===== src/rtl/ldst_pkg.sv =====
package ldst_pkg;

    localparam int DATA_W   = 8;
    localparam int ADDR_W   = 2 * DATA_W;
    localparam int NUM_REGS = 3;
    localparam int SEL_W    = 2;
    localparam int CNT_W    = 2;
    localparam int STEP_W   = 2;

    typedef logic [DATA_W-1:0] byte_t;
    typedef logic [ADDR_W-1:0] addr_t;

    localparam logic [3:0] GRP_LOAD  = 4'hC;
    localparam logic [3:0] GRP_STORE = 4'hD;

    typedef enum logic [1:0] {
        M_NOP = 2'd0,
        M_IMM = 2'd1,
        M_ABS = 2'd2,
        M_IDX = 2'd3
    } mode_e;

    typedef enum logic {
        PH_FETCH = 1'b0,
        PH_EXEC  = 1'b1
    } phase_e;

    typedef struct packed {
        logic             is_store;
        mode_e            mode;
        logic [SEL_W-1:0] reg_sel;
        logic [SEL_W-1:0] idx_sel;
    } dec_t;

    // Opcode decode: high nibble picks the group, low nibble picks mode and registers
    function automatic dec_t decode_op(input byte_t op);
        dec_t       d;
        logic [3:0] grp;
        logic [3:0] n;
        grp        = op[7:4];
        n          = op[3:0];
        d.is_store = (grp == GRP_STORE);
        d.mode     = M_NOP;
        d.reg_sel  = '0;
        d.idx_sel  = '0;
        if (grp == GRP_LOAD || grp == GRP_STORE) begin
            case (n)
                4'h0: if (!d.is_store) begin d.mode = M_IMM; d.reg_sel = 2'd0; end
                4'h1: if (!d.is_store) begin d.mode = M_IMM; d.reg_sel = 2'd1; end
                4'h2: if (!d.is_store) begin d.mode = M_IMM; d.reg_sel = 2'd2; end
                4'h3: begin d.mode = M_ABS; d.reg_sel = 2'd0; end
                4'h4: begin d.mode = M_ABS; d.reg_sel = 2'd1; end
                4'h5: begin d.mode = M_ABS; d.reg_sel = 2'd2; end
                4'h6: begin d.mode = M_IDX; d.idx_sel = 2'd0; d.reg_sel = 2'd0; end
                4'h7: begin d.mode = M_IDX; d.idx_sel = 2'd0; d.reg_sel = 2'd1; end
                4'h8: begin d.mode = M_IDX; d.idx_sel = 2'd0; d.reg_sel = 2'd2; end
                4'h9: begin d.mode = M_IDX; d.idx_sel = 2'd1; d.reg_sel = 2'd0; end
                4'hA: begin d.mode = M_IDX; d.idx_sel = 2'd1; d.reg_sel = 2'd1; end
                4'hB: begin d.mode = M_IDX; d.idx_sel = 2'd1; d.reg_sel = 2'd2; end
                4'hC: begin d.mode = M_IDX; d.idx_sel = 2'd2; d.reg_sel = 2'd0; end
                4'hD: begin d.mode = M_IDX; d.idx_sel = 2'd2; d.reg_sel = 2'd1; end
                4'hE: begin d.mode = M_IDX; d.idx_sel = 2'd2; d.reg_sel = 2'd2; end
                default: d.mode = M_NOP;
            endcase
        end
        return d;
    endfunction

    // Index of the final execute step for each mode
    function automatic logic [CNT_W-1:0] last_step(input mode_e m);
        case (m)
            M_IMM:   return 2'd1;
            M_ABS:   return 2'd3;
            M_IDX:   return 2'd2;
            default: return 2'd0;
        endcase
    endfunction

    // Instruction length in bytes for each mode
    function automatic logic [STEP_W-1:0] op_len(input mode_e m);
        case (m)
            M_IMM:   return 2'd2;
            M_ABS:   return 2'd3;
            M_IDX:   return 2'd2;
            default: return 2'd1;
        endcase
    endfunction

endpackage


===== src/rtl/ldst_decode.sv =====
module ldst_decode
    import ldst_pkg::*;
(
    input  byte_t ir,
    output dec_t  dec
);
    always_comb dec = decode_op(ir);
endmodule


===== src/rtl/ldst_regfile.sv =====
module ldst_regfile #(
    parameter int NREG = 3,
    parameter int W    = 8,
    parameter int SW   = 2
) (
    input  logic                     clk,
    input  logic                     rst,
    input  logic                     we,
    input  logic [SW-1:0]            wsel,
    input  logic [W-1:0]             wdata,
    output logic [NREG-1:0][W-1:0]   q
);
    for (genvar i = 0; i < NREG; i++) begin : g_reg
        always_ff @(posedge clk) begin
            if (rst) begin
                q[i] <= '0;
            end else if (we && wsel == SW'(i)) begin
                q[i] <= wdata;
            end
        end
    end
endmodule


===== src/rtl/ldst_pc.sv =====
module ldst_pc #(
    parameter int AW = 16,
    parameter int SW = 2
) (
    input  logic          clk,
    input  logic          rst,
    input  logic          adv,
    input  logic [SW-1:0] step,
    output logic [AW-1:0] pc
);
    always_ff @(posedge clk) begin
        if (rst) begin
            pc <= '0;
        end else if (adv) begin
            pc <= pc + AW'(step);
        end
    end
endmodule


===== src/rtl/ldst_seq.sv =====
module ldst_seq
    import ldst_pkg::*;
(
    input  logic        clk,
    input  logic        rst,
    output logic [15:0] mem_addr,
    output logic        mem_rd,
    output logic        mem_wr,
    output logic [7:0]  mem_wdata,
    input  logic [7:0]  mem_rdata
);

    phase_e                          phase_q;
    logic [CNT_W-1:0]                cnt_q;
    byte_t                           ir_q;
    byte_t                           hold_q;
    logic                            rd_q;
    logic                            wr_q;
    addr_t                           addr_q;
    byte_t                           wdata_q;

    dec_t                            dec;
    mode_e                           mode_w;
    logic [NUM_REGS-1:0][DATA_W-1:0] regs;
    addr_t                           pc;
    logic                            done;
    logic                            rf_we;
    byte_t                           src_val;
    byte_t                           idx_val;

    ldst_decode u_dec (
        .ir  (ir_q),
        .dec (dec)
    );

    ldst_regfile #(
        .NREG (NUM_REGS),
        .W    (DATA_W),
        .SW   (SEL_W)
    ) u_rf (
        .clk   (clk),
        .rst   (rst),
        .we    (rf_we),
        .wsel  (dec.reg_sel),
        .wdata (mem_rdata),
        .q     (regs)
    );

    ldst_pc #(
        .AW (ADDR_W),
        .SW (STEP_W)
    ) u_pc (
        .clk  (clk),
        .rst  (rst),
        .adv  (done),
        .step (op_len(dec.mode)),
        .pc   (pc)
    );

    always_comb begin
        mode_w  = dec.mode;
        done    = (phase_q == PH_EXEC) && (cnt_q == last_step(dec.mode));
        rf_we   = done && !dec.is_store && (dec.mode != M_NOP);
        src_val = regs[dec.reg_sel];
        idx_val = regs[dec.idx_sel];
    end

    always_ff @(posedge clk) begin
        if (rst) begin
            phase_q <= PH_FETCH;
            cnt_q   <= '0;
            ir_q    <= '0;
            hold_q  <= '0;
            rd_q    <= 1'b0;
            wr_q    <= 1'b0;
            addr_q  <= '0;
            wdata_q <= '0;
        end else begin
            case (phase_q)
                PH_FETCH: begin
                    if (cnt_q == '0) begin
                        rd_q   <= 1'b1;
                        addr_q <= pc;
                        cnt_q  <= CNT_W'(1);
                    end else begin
                        ir_q    <= mem_rdata;
                        rd_q    <= 1'b0;
                        cnt_q   <= '0;
                        phase_q <= PH_EXEC;
                    end
                end
                PH_EXEC: begin
                    if (done) begin
                        rd_q    <= 1'b0;
                        wr_q    <= 1'b0;
                        cnt_q   <= '0;
                        phase_q <= PH_FETCH;
                    end else begin
                        cnt_q <= cnt_q + 1'b1;
                        case (cnt_q)
                            2'd0: begin
                                rd_q   <= 1'b1;
                                addr_q <= pc + addr_t'(1);
                            end
                            2'd1: begin
                                if (dec.mode == M_ABS) begin
                                    hold_q <= mem_rdata;
                                    addr_q <= pc + addr_t'(2);
                                end else begin
                                    addr_q <= {mem_rdata, idx_val};
                                    if (dec.is_store) begin
                                        rd_q    <= 1'b0;
                                        wr_q    <= 1'b1;
                                        wdata_q <= src_val;
                                    end
                                end
                            end
                            2'd2: begin
                                addr_q <= {hold_q, mem_rdata};
                                if (dec.is_store) begin
                                    rd_q    <= 1'b0;
                                    wr_q    <= 1'b1;
                                    wdata_q <= src_val;
                                end
                            end
                            default: ;
                        endcase
                    end
                end
                default: phase_q <= PH_FETCH;
            endcase
        end
    end

    assign mem_addr  = addr_q;
    assign mem_rd    = rd_q;
    assign mem_wr    = wr_q;
    assign mem_wdata = wdata_q;

endmodule


===== config.mk =====
export PLATFORM = sky130hd
export DESIGN_NAME = ldst_seq
export DESIGN_NICKNAME = d
export VERILOG_FILES = /design/src/rtl/ldst_pkg.sv /design/src/rtl/ldst_decode.sv /design/src/rtl/ldst_regfile.sv /design/src/rtl/ldst_pc.sv /design/src/rtl/ldst_seq.sv
export SDC_FILE = /design/constraint.sdc
export NUM_CORES = 1
export LEC_CHECK = 0
export ABC_AREA = 1
export BUFFER_PORTS_ARGS = -buffer_cell sky130_fd_sc_hd__buf_4
export CAP_MARGIN = 10
export CORE_MARGIN = 10
export CORE_UTILIZATION = 30
export DETAILED_ROUTE_END_ITERATION = 8
export HOLD_SLACK_MARGIN = 0.06
export MAX_ROUTING_LAYER = met4
export SYNTH_ARGS = -nofsm -noshare
export SYNTH_HDL_FRONTEND = slang
export SYNTH_HIERARCHICAL = 1
export SYNTH_SLANG_ARGS = --single-unit

===== constraint.sdc =====
create_clock -name clk -period 2.5 [get_ports clk]
set_clock_uncertainty 0.1 [all_clocks]
set_input_delay 0 -clock clk [delete_from_list [all_inputs] [get_ports clk]]
set_output_delay 0 -clock clk [all_outputs]
set_load 0.01 [all_outputs]

Word level (Yosys, flattened, before mapping)
Index checks and enable logic that the tools add are counted.
{"block": "word_totals", "elab_cells": 116, "regBits": 85}
{"block": "classes", "n_mux": 37, "magnitude_cmp": 2, "eq_ne": 31, "add_sub_neg": 4, "n_bitwise": 3, "n_reduce_logical": 27}
{"op": "$mux W16", "count": 3}
{"op": "$pmux W16 S3", "count": 1}
{"op": "$eq A4 B4 Y1 const B", "count": 9}
{"op": "$bmux W8 S2", "count": 2}
{"op": "$mux W8", "count": 4}
{"op": "$pmux W16 S2", "count": 1}
{"op": "$pmux W2 S5", "count": 2}
{"op": "$add A16 B1 Y16 const B", "count": 1}
{"op": "$add A16 B2 Y16", "count": 1}
{"op": "$add A16 B2 Y16 const B", "count": 1}
{"op": "$eq A4 B3 Y1 const B", "count": 4}
{"op": "$pmux W8 S2", "count": 1}
{"op": "$pmux W2 S2", "count": 3}
{"op": "$mux W1", "count": 10}
{"op": "$mux W3", "count": 3}
{"op": "$reduce_or A3 Y1", "count": 3}
{"op": "$reduce_or A9 Y1", "count": 1}
{"op": "$eq A2 B2 Y1 const B", "count": 4}
{"op": "$eq A4 B2 Y1 const B", "count": 2}
{"op": "$reduce_and A4 Y1", "count": 2}
{"op": "$reduce_or A4 Y1", "count": 2}
{"op": "$eq A2 B1 Y1 const B", "count": 3}
{"op": "$logic_and A1 B1 Y1", "count": 6}
{"op": "$lt A2 B3 Y1 const B", "count": 2}
{"op": "other kinds (23)", "count": 33}

Logic depth before layout (Yosys ltp)
{"block": "depth", "ltp_word": 11, "ltp_mapped": 21, "mapped_depth_nobuf": 20}

By module
Netlist, hierarchy kept.
{"mod": "ldst_seq", "cells_per_inst": 545, "n_inst": 1, "area_per_inst_um2": 3340.7, "seq_area_each_um2": 900.9}
{"mod": "ldst_regfile", "cells_per_inst": 157, "n_inst": 1, "area_per_inst_um2": 1062.3, "seq_area_each_um2": 480.5}
{"mod": "ldst_pc", "cells_per_inst": 143, "n_inst": 1, "area_per_inst_um2": 929.6, "seq_area_each_um2": 320.3}
{"mod": "ldst_decode", "cells_per_inst": 43, "n_inst": 1, "area_per_inst_um2": 205.2, "seq_area_each_um2": 0.0}

Worst setup path after synthesis
No wires, ideal clock.
{"block": "synth_path", "path_kind": "reg-to-reg", "from": "reg ir_q[2]", "to": "reg u_rf/q[16] (netlist bit)", "arrival_ns": 2.336, "stages_incl_launch_ff": 18, "path_buffers": 2, "setup_time_ns": 0.113, "synth_period_minus_slack_ns": 2.549, "setup_slack_ns": -0.049, "path_cell_list": "dfxtp_1 nor2_1 nand2_1 inv_2 o21ai_2 a21oi_1 inv_1 ha_1 inv_1 nand2_1 nand2_1 nand4_4 nor3_1 buf_6 nand3_4 buf_6 nor2_1 nor2_1"}
{"item": "from (decl)", "line_no": "ldst_seq.sv:15", "text": "byte_t ir_q;"}
{"item": "from (signal assigned)", "line_no": "ldst_seq.sv:86", "text": "ir_q <= mem_rdata;"}
{"item": "to (signal, indexed assignment)", "line_no": "ldst_regfile.sv:18", "text": "q[i] <= wdata;"}
{"item": "to (decl)", "line_no": "ldst_regfile.sv:11", "text": "output logic [NREG-1:0][W-1:0] q"}

==> results.sh <==
export IMPL_status="finished with violations"
export IMPL_violations="negative setup slack"
export IMPL_slew_viol_final=0
export IMPL_fin_crit_sh=1.03
export IMPL_critPathKind="reg2reg"
export IMPL_async_flop_share=0
export IMPL_rsz0062_at_grt="true"
export IMPL_design_area_sq_um=7630
export IMPL_ys_seq_area_frac=0.307
export IMPL_dpl_hpwl_um=13700
export IMPL_syn2layout_area_growth_pct=37.8
export IMPL_placed_cells=1197
export IMPL_drtIter0Drc=425
export IMPL_fin_ws_ns=-0.0636
export IMPL_worst_setup_path_end_kind="flop"
export IMPL_synth_edff_count=0
export IMPL_postPlaceCellArea_sq_um=6500
export IMPL_layout_cells_non_filler=1248
export IMPL_fin_crit_ns=2.56
export IMPL_grt_max_degree=33
export IMPL_cts_max_level=3
export IMPL_path_clk_slew_ns=0.07
export IMPL_synth_flop_cell="dfxtp_1"
export IMPL_core_sq_um=18100
export IMPL_drc_errors=0
export IMPL_ys_top_cells_by_area="dfxtp_1 (31%), nand2_1 (14%), a21oi_1 (8.5%)"
export IMPL_tritoncts="built"
export IMPL_gp_congestion=0.952
export IMPL_cap_violations=0
export IMPL_setup_viol=25
export IMPL_antenna_found_initial=0
export IMPL_diodes=0
export IMPL_routed_wl_um=18900
export IMPL_synth_warnings=6
export IMPL_synth_ff_latch_count=85
export IMPL_syn_area_sq_um=5540
export IMPL_wire_per_inst_um=15.1
export IMPL_hold_path_class="reg2reg"
export IMPL_synth_distinct_cells=46
export IMPL_cts_made_buffers=9
export IMPL_drt_pass1_iterations=4
export IMPL_arrival_ns=2.76
export IMPL_worst_slew_pin_slew_ns=1.24
export IMPL_tns_ns=-0.774
export IMPL_syn_inst=888
export IMPL_relSlewSlack=0.172
export IMPL_cts_root_buffer="clkbuf_16"
export IMPL_start_util=0.306
export IMPL_nets=1036
export IMPL_critPathMaxFanout=8
export IMPL_synth_area_leader_cell="dfxtp_1"
export IMPL_io_pins=36
export IMPL_avgSynthCellArea_sq_um=6.24
export IMPL_grt_pass1_vias=5629
export IMPL_via_per_inst=4.92
export IMPL_syn_num_nets=909
export IMPL_hold_ws_ns=0.360
export IMPL_cp_start_kind="flop"
export IMPL_irDropWorstVdd_mv=0.390
export IMPL_dieArea_sq_um=24300
export IMPL_fp_dieH_um=156
export IMPL_p_leak_nw=3.28
export IMPL_grt_ovfl_total=0
export IMPL_io_buffers=35
export IMPL_track_usage=0.156
export IMPL_cts_buffer_depth=2
export IMPL_rows=49
export IMPL_cp_required_ns=2.70
export IMPL_cellPowerDensity_nw_per_um2=603
export IMPL_synth_top_cell_area_share=0.307
export IMPL_dieWidth_um=156
export IMPL_clock_fmax_ghz=0.390
export IMPL_hold_viol=0
export IMPL_cts_sinks=85
export IMPL_drive_above_1_share=0.283
export IMPL_num_vias=6146
export IMPL_ant_nets=0
export IMPL_grt_first_pass_wirelength_um=29500
export IMPL_insertion_delay_ns=0.36
[cells in the mapped netlist, types with 2 or more instances]
cell,n
ha_1,10
buf_2,6
a211oi_1,4
nand2_2,5
nand2_4,5
nand2_1,205
dfxtp_1,85
clkinv_1,2
nand3_4,4
buf_6,6
o21ai_0,66
xor2_1,2
a22o_1,2
a21oi_1,94
buf_4,3
inv_1,118
nor3_1,3
clkbuf_1,11
nand4_1,14
nor2_4,4
o21bai_1,3
inv_2,7
a22oi_1,3
or2_2,4
nor2_1,121
o211ai_1,3
nor2_2,3
nand3_1,77
[state kept, by name, indices dropped and copies added (netlist names), 2 cells and up]
register / count
hold_q: 8
mem_wdata: 8
cnt_q: 2
u_rf/q: 24
mem_addr: 16
ir_q: 8
u_pc/pc: 16
[critical path: stages, from the launching register on]
cell and delay (ns):
dfxtp_2 0.32, nand3b_4 0.18, inv_2 0.09, o21ai_4 0.07, nor2_4 0.18, buf_4 0.15
ha_4 0.12, inv_2 0.04, nand2_4 0.07, nand2_4 0.05, nand2_4 0.07, nand4_4 0.15
nor3_4 0.27, buf_6 0.19, nand3_4 0.16, nand2_1 0.11, nand2_1 0.05, nor2_1 0.11
[cell usage in the layout, fill, tap and decap left out, types with 5 or more instances in the layout]
master           n
o21ai_2         15
nand4_1         14
dfxtp_1         80
dfxtp_2          5
o21ai_1         10
nand3_2         10
nand2_4          9
buf_6           17
nand3_4          6
nor2_2           9
a21oi_1         80
ha_1             6
inv_2           16
nand2_2         21
nor2_1         108
buf_4          109
nand2_1        184
dlygate4sd3_1    9
inv_1          106
o21ai_0         42
nand3_1         67
nor2_4          11
clkbuf_16       10
a21oi_2         14
[stage by stage]
step	setup WS [ns]	power [mW]	util
after detailed placement	-0.184	2.92	0.359
after global routing	-0.220	4.86	0.422
after global placement	-0.156	2.91	0.359
after floorplan	0.00296	2.34	-
final	-0.0636	4.60	0.422
after CTS	-0.0489	4.36	0.390
[repair_timing]
action                     CTS  global route
setup buffers               10            13
hold buffers                 9             0
resized for setup           26           145
pin swaps                   11            41
hold endpoints to repair    58             0
setup endpoints to repair   73            73
cloned                       2             3
[where the power goes]
part | internal, mW | total [mW] | switching, mW
registers | 1.48 | 1.59 | 0.111
logic | 0.723 | 1.65 | 0.926
clock network | 0.768 | 1.36 | 0.594
total | 2.97 | 4.60 | 1.63
[final timing paths]
check,end,depth (start not counted),slack [ns],start
max reg2reg,u_rf/q[20]$_SDFFE_PP0P_,17,-0.06,ir_q[5]$_SDFFE_PP0P_
max,u_rf/q[20]$_SDFFE_PP0P_,17,-0.06,ir_q[5]$_SDFFE_PP0P_
min reg2reg,mem_wr$_SDFFE_PP0P_,2,0.36,mem_wr$_SDFFE_PP0P_
min,mem_wr$_SDFFE_PP0P_,2,0.36,mem_wr$_SDFFE_PP0P_
[cell type report]
cell class	count	area, sq um
clock inverters	6	65.1
well taps	229	287
multi-input cells	650	3630
repair buffers	141	1210
clock buffers	9	225
fillers	1912	10500
flip-flops and latches	85	1710
inverters	128	499
[logic make-up after synthesis]
| logic type | count (synthesis) | share of synthesized area |
|---|---|---|
| simple gates | 451 | 0.369 |
| compound gates | 184 | 0.178 |
| buf+inv | 155 | 0.117 |
| flops | 85 | 0.307 |
| fa+ha+maj | 11 | 0.0262 |
| xor+xnor | 2 | 0.00316 |
[per-layer routing]
layer  vias up  GRT usage  share of wire  wire, um
met5         -          -              0         0
li1       3125          -              -         -
met3        27     0.0306          0.048       907
met4         0     0.0576          0.021       388
met1      2846      0.197           0.47      8780
met2       148      0.241           0.47      8800
Note: power is estimated with default switching activity, not from simulation.
